**src/rtl/dacfe_pkg.sv**
```systemverilog
package dacfe_pkg;
  typedef enum logic [2:0] {
    OP_LDIN_A  = 3'b000,
    OP_LDIN_B  = 3'b001,
    OP_LDUP_A  = 3'b010,
    OP_LDUP_B  = 3'b011,
    OP_UPD_ALL = 3'b100,
    OP_SLEEP   = 3'b101,
    OP_PIN     = 3'b110,
    OP_NOP     = 3'b111
  } op_e;
  localparam int OP_W = 3;
endpackage

```
**src/rtl/serial_capture.sv**
```systemverilog
module serial_capture #(
  parameter int FRAME = 16,
  parameter int SYNC  = 2
) (
  input  logic             clk,
  input  logic             arst_n,
  input  logic             cs_n,
  input  logic             sclk,
  input  logic             din,
  input  logic             fall_mode,
  output logic [FRAME-1:0] frame,
  output logic             exec,
  output logic             chain_out
);
  logic [SYNC:0] cs_p, ck_p, dt_p;
  logic cs_lvl, ck_rise, ck_fall;

  always_ff @(posedge clk or negedge arst_n) begin
    if (!arst_n) begin
      cs_p <= '1;
      ck_p <= '0;
      dt_p <= '0;
    end else begin
      cs_p <= {cs_p[SYNC-1:0], cs_n};
      ck_p <= {ck_p[SYNC-1:0], sclk};
      dt_p <= {dt_p[SYNC-1:0], din};
    end
  end

  assign cs_lvl  = cs_p[SYNC-1];
  assign ck_rise = ck_p[SYNC-1] & ~ck_p[SYNC];
  assign ck_fall = ~ck_p[SYNC-1] & ck_p[SYNC];
  assign exec    = cs_lvl & ~cs_p[SYNC];

  always_ff @(posedge clk or negedge arst_n) begin
    if (!arst_n) begin
      frame     <= '0;
      chain_out <= 1'b0;
    end else if (!cs_lvl) begin
      if (ck_rise) frame <= {frame[FRAME-2:0], dt_p[SYNC-1]};
      if (!fall_mode && ck_rise) chain_out <= frame[FRAME-2];
      else if (fall_mode && ck_fall) chain_out <= frame[FRAME-1];
    end
  end


  idle_no_shift_chk: assert property (@(posedge clk) disable iff (!arst_n)
    $past(cs_lvl) |-> $stable(frame));
endmodule

```
**src/rtl/dac_chan.sv**
```systemverilog
module dac_chan
  import dacfe_pkg::*;
#(
  parameter int DW  = 13,
  parameter int IDX = 0
) (
  input  logic          clk,
  input  logic          arst_n,
  input  logic          exec,
  input  logic [2:0]    op,
  input  logic [DW-1:0] data,
  output logic [DW-1:0] dac_q
);
  localparam logic CH = (IDX % 2) == 1;
  logic [DW-1:0] in_q;
  logic ld_in, ld_own, ld_all;

  assign ld_in  = exec && (op == {2'b00, CH} || op == {2'b01, CH});
  assign ld_own = exec && (op == {2'b01, CH});
  assign ld_all = exec && (op == OP_UPD_ALL);

  always_ff @(posedge clk or negedge arst_n) begin
    if (!arst_n) begin
      in_q  <= '0;
      dac_q <= '0;
    end else begin
      if (ld_in) in_q <= data;
      if (ld_own) dac_q <= data;
      else if (ld_all) dac_q <= in_q;
    end
  end


  stage_only_hold_chk: assert property (@(posedge clk) disable iff (!arst_n)
    (exec && op == {2'b00, CH}) |=> $stable(dac_q));

  direct_load_chk: assert property (@(posedge clk) disable iff (!arst_n)
    ld_own |=> dac_q == $past(data));
endmodule

```
**src/rtl/mode_ctrl.sv**
```systemverilog
module mode_ctrl
  import dacfe_pkg::*;
(
  input  logic       clk,
  input  logic       arst_n,
  input  logic       exec,
  input  logic [2:0] op,
  input  logic [1:0] arg,
  input  logic       lock,
  output logic       sleep_q,
  output logic       pin_q,
  output logic       fall_q
);
  always_ff @(posedge clk or negedge arst_n) begin
    if (!arst_n) begin
      sleep_q <= 1'b0;
      pin_q   <= 1'b0;
      fall_q  <= 1'b0;
    end else if (exec) begin
      unique case (op)
        OP_SLEEP:  if (!lock) sleep_q <= 1'b1;
        OP_LDUP_A, OP_LDUP_B, OP_UPD_ALL: sleep_q <= 1'b0;
        OP_PIN: begin
          pin_q  <= arg[0];
          fall_q <= arg[1];
        end
        default: ;
      endcase
    end
  end


  wake_on_update_chk: assert property (@(posedge clk) disable iff (!arst_n)
    (exec && (op == OP_UPD_ALL || op == OP_LDUP_A || op == OP_LDUP_B)) |=> !sleep_q);

  locked_sleep_block_chk: assert property (@(posedge clk) disable iff (!arst_n)
    (exec && lock && op == OP_SLEEP) |=> sleep_q == $past(sleep_q));
endmodule

```
**src/rtl/dual_dac_frontend.sv**
```systemverilog
module dual_dac_frontend
  import dacfe_pkg::*;
#(
  parameter int DW   = 13,
  parameter int SYNC = 2
) (
  input  logic          clk,
  input  logic          rst_n,
  input  logic          clear_n,
  input  logic          spi_cs_n,
  input  logic          spi_clk,
  input  logic          spi_mosi,
  input  logic          sd_lock,
  output logic          chain_out,
  output logic          user_pin,
  output logic          powered_down,
  output logic [DW-1:0] code_a,
  output logic [DW-1:0] code_b
);
  localparam int FRAME = DW + OP_W;

  logic             arst_n;
  logic [FRAME-1:0] frame;
  logic             exec, sleep_q, fall_q;
  logic [2:0]       op;
  logic [DW-1:0]    dac_w [2];

  assign arst_n = rst_n & clear_n;
  assign op     = frame[FRAME-1 -: OP_W];

  serial_capture #(.FRAME(FRAME), .SYNC(SYNC)) u_cap (
    .clk(clk), .arst_n(arst_n), .cs_n(spi_cs_n), .sclk(spi_clk), .din(spi_mosi),
    .fall_mode(fall_q), .frame(frame), .exec(exec), .chain_out(chain_out));

  for (genvar g = 0; g < 2; g++) begin : g_ch
    dac_chan #(.DW(DW), .IDX(g)) u_ch (
      .clk(clk), .arst_n(arst_n), .exec(exec), .op(op),
      .data(frame[DW-1:0]), .dac_q(dac_w[g]));
  end

  mode_ctrl u_mode (
    .clk(clk), .arst_n(arst_n), .exec(exec), .op(op), .arg(frame[1:0]),
    .lock(sd_lock), .sleep_q(sleep_q), .pin_q(user_pin), .fall_q(fall_q));

  assign powered_down = sleep_q & ~sd_lock;
  assign code_a = powered_down ? '0 : dac_w[0];
  assign code_b = powered_down ? '0 : dac_w[1];


  sleep_zero_chk: assert property (@(posedge clk) disable iff (!arst_n)
    powered_down |-> (code_a == '0 && code_b == '0));

  lock_awake_chk: assert property (@(posedge clk) disable iff (!arst_n)
    sd_lock |-> !powered_down);
endmodule

```
**config.mk**
```make
export PLATFORM = sky130hd
export DESIGN_NAME = dual_dac_frontend
export DESIGN_NICKNAME = d
export VERILOG_FILES = /design/src/rtl/dacfe_pkg.sv /design/src/rtl/serial_capture.sv /design/src/rtl/dac_chan.sv /design/src/rtl/mode_ctrl.sv /design/src/rtl/dual_dac_frontend.sv
export SDC_FILE = /design/constraint.sdc
export NUM_CORES = 1
export LEC_CHECK = 0
export ABC_CLOCK_PERIOD_IN_PS = 9800
export BUFFER_PORTS_ARGS = -buffer_cell sky130_fd_sc_hd__buf_2
export CORE_AREA = 10 10 86 88
export CTS_BUF_LIST = sky130_fd_sc_hd__clkbuf_4
export DETAILED_ROUTE_END_ITERATION = 7
export DIE_AREA = 0 0 96 98
export GPL_TIMING_DRIVEN = 0
export PLACE_DENSITY = 0.82
export SLEW_MARGIN = 5
export SYNTH_ARGS = -nofsm -noshare
export SYNTH_HDL_FRONTEND = slang
export SYNTH_HIERARCHICAL = 1
export SYNTH_SLANG_ARGS = --single-unit
```
**constraint.sdc**
```tcl
create_clock -name clk -period 9.8 [get_ports clk]
set_clock_uncertainty 0.2 [all_clocks]
set_input_delay 1.96 -clock clk [delete_from_list [all_inputs] [get_ports clk]]
set_output_delay 1.96 -clock clk [all_outputs]
set_load 0.01 [all_outputs]
```
==> metrics <==
outcome completed; Max Cap Violations 0; # setup viols final 0; area added between synthesis and finish 12.5%; xor/xnor share of the synthesized area 0%; Hold Slack 0.158 ns; Final Power 0.672 mW; Worst-Margin Slew 0.793 ns; final wirelength 7480 µm; clock buffer depth 2; Final Max Tran Viols 0; Critical Path AT 2.70 ns; Mapped Nets 322; Synth area leader dfrtp_1; Final Wtd Congestion 0.833; Tmin final 4.86 ns; largest family of logic cells by synthesized area simple AND/OR/NAND/NOR gates; CTS tree built; endpoints failing hold 0; Post-Synth Adder-Cell Area 0%; Leak Pwr 2.13 nW; Worst-path clk slew 0.11 ns; Initial Utilization 63.3%; GRT Total Usage 16.4%; routed len/inst 16.9 µm; Post-Syn Area per Cell 11.5 µm²; PortBufs 35; Routed Antenna Nets 0; diode count 0; PwrDens 164 nW/µm²; most common cell in the netlist dfrtp_1; initial antenna violation count 0; Num CTS Buffers 9; number of synthesized register bits 80; Remaining Overflow, GRT 0; Post-synth EDFFs 0; Ports 36; Core Box Area 5750 µm²; peak supply drop 0.000183 V; Async S/R FF share, synth 100%; Post-synth top cells dfrtp_1, nand2_1, a21oi_1; nets 369; vias in the first global route 2404; 1st-iter DRT viols 270; Ys Warns 6; dominant cells by area after synthesis dfrtp_1, mux2_2, mux2_4, nand2_1, o22ai_1; Hold-fix buffers, CTS 0; RSZ-0062 raised after global routing no; register area share after synthesis 55.1%; num rows 28; Max FO, Critical Path 10; Startpoint Class input pin; Min-Delay Path Class reg2reg; clk_lat worst skew 0.42 ns; die width 96 µm; Worst Path Required 7.64 ns; Synth top area share 53.0%; Primary FF master, synth dfrtp_1; Fill cells 414; drt pass-1 iters 4; Clock Sink Count 80; Vias 2567; crit path kind in2out; CTS H-tree lvls 3; cell area after layout 4090 µm²; Die ar. 9410 µm²; final period utilization 49.6%; Peak Freq 0.206 GHz; HPWL Detailed 5150 µm; chip height 98 µm; Root Driver clkbuf_4; first-pass GRT wire length 12000 µm; Post-Syn Area 3640 µm²; nature of the critical path endpoint output pin; synthesized instance count 315; PostCTS Resize Cnt 0; Synth Area in Simple Gates 17.4%; Post-Place Cell Area 3940 µm²; vias per cell 5.81; pin count of the biggest net entering global routing 61; compound-gate portion of the synthesized area 11.6%; slew margin rel. 47.0%; post-synthesis mux area share 11.2%; DRC Markers 0; Yosys cell types 41; share of layout cells above drive strength 1 34.3%; Post-CTS Setup Bufs 0; setup TNS 0 ns
## through the flow
step | util, % | instances | setup slack [ns]
after floorplan | - | 315 | 5.16
after global placement | 68.0 | 425 | 4.16
after detailed placement | 68.5 | 426 | 4.93
after CTS | 71.2 | 442 | 4.93
after global routing | 71.2 | 442 | 4.90
final | 71.2 | 442 | 4.94
## kinds of logic after synthesis
kind of cell | count (synthesis)
and+or+nand+nor | 102
DFF | 80
AOI/OAI and AO/OA | 69
muxes | 33
buffers and inverters | 31
## path summary, 6_finish.rpt
path                                         start                               end  slack (ns)  depth (start not counted)
max in group asynchronous                    rst_n  g_ch[0].u_ch/in_q[0]$_DFFE_PN0P_        7.50                          3
min in group asynchronous                  clear_n        u_cap/frame[8]$_DFFE_PN0P_        1.33                          2
min                        u_cap/dt_p[0]$_DFF_PN0_           u_cap/dt_p[1]$_DFF_PN0_        0.16                          0
min reg2reg                u_cap/dt_p[0]$_DFF_PN0_           u_cap/dt_p[1]$_DFF_PN0_        0.16                          0
max                                        sd_lock                         code_a[9]        4.94                          5
max reg2reg                u_cap/cs_p[1]$_DFF_PN1_  g_ch[0].u_ch/in_q[5]$_DFFE_PN0P_        7.09                          5
## state kept, by name (all words and copies together) (netlist names)
name and count:
u_mode/sleep_q 1, u_cap/ck_p 3, u_cap/chain_out 1, u_mode/pin_q 1, u_cap/frame 16, u_cap/dt_p 2
g_ch.u_ch/dac_q 26, u_mode/fall_q 1, u_cap/cs_p 3, g_ch.u_ch/in_q 26
## worst max-delay path: stages
cell and delay, ns:
buf_2 0.11, nand2b_4 0.18, buf_6 0.17, and2_4 0.15, buf_2 0.13
## final cells by class
class / instances / area (µm²) / share of cell area (%)
plain buffers: 16 / 114 / 2.78
clock buffers: 11 / 82.6 / 2.02
clock inverters: 5 / 71.3 / 1.74
inverters: 15 / 56.3 / 1.38
multi-input cells: 204 / 1460 / 35.8
flip-flops and latches: 80 / 2010 / 49.0
well taps: 75 / 93.8 / 2.29
repair buffers: 36 / 203 / 4.96
## cells in the final DEF, fill, tap and decap left out, types with 2 or more instances in the layout
| cell | count |
|---|---|
| inv_1 | 15 |
| and2_2 | 7 |
| nand4bb_1 | 2 |
| o21ai_0 | 2 |
| nand2_1 | 40 |
| nand4b_1 | 2 |
| nand2b_4 | 2 |
| o22ai_1 | 24 |
| buf_4 | 2 |
| buf_6 | 3 |
| dfrtp_1 | 77 |
| and2_4 | 17 |
| nor2b_1 | 3 |
| buf_2 | 41 |
| nor2_1 | 14 |
| bufinv_16 | 2 |
| dfstp_2 | 3 |
| clkbuf_4 | 11 |
| mux2_2 | 22 |
| mux2_4 | 10 |
| clkinv_1 | 3 |
| and2_1 | 3 |
| a21oi_1 | 25 |
| a211oi_1 | 12 |
| clkbuf_1 | 4 |
| nor3_1 | 2 |
## where the power goes
group,switching (mW),total [mW],internal [mW]
Combinational,0.0268,0.0597,0.0330
Sequential,0.0384,0.399,0.361
Clock,0.106,0.213,0.107
## metal layers
metal  GRT usage (%)  part of all wire [%]
met2            25.2                    49
met3            3.68                   7.5
met5               0                     0
met1            20.9                    42
met4            8.40                   2.0
Power figures use the tool's default switching activity.
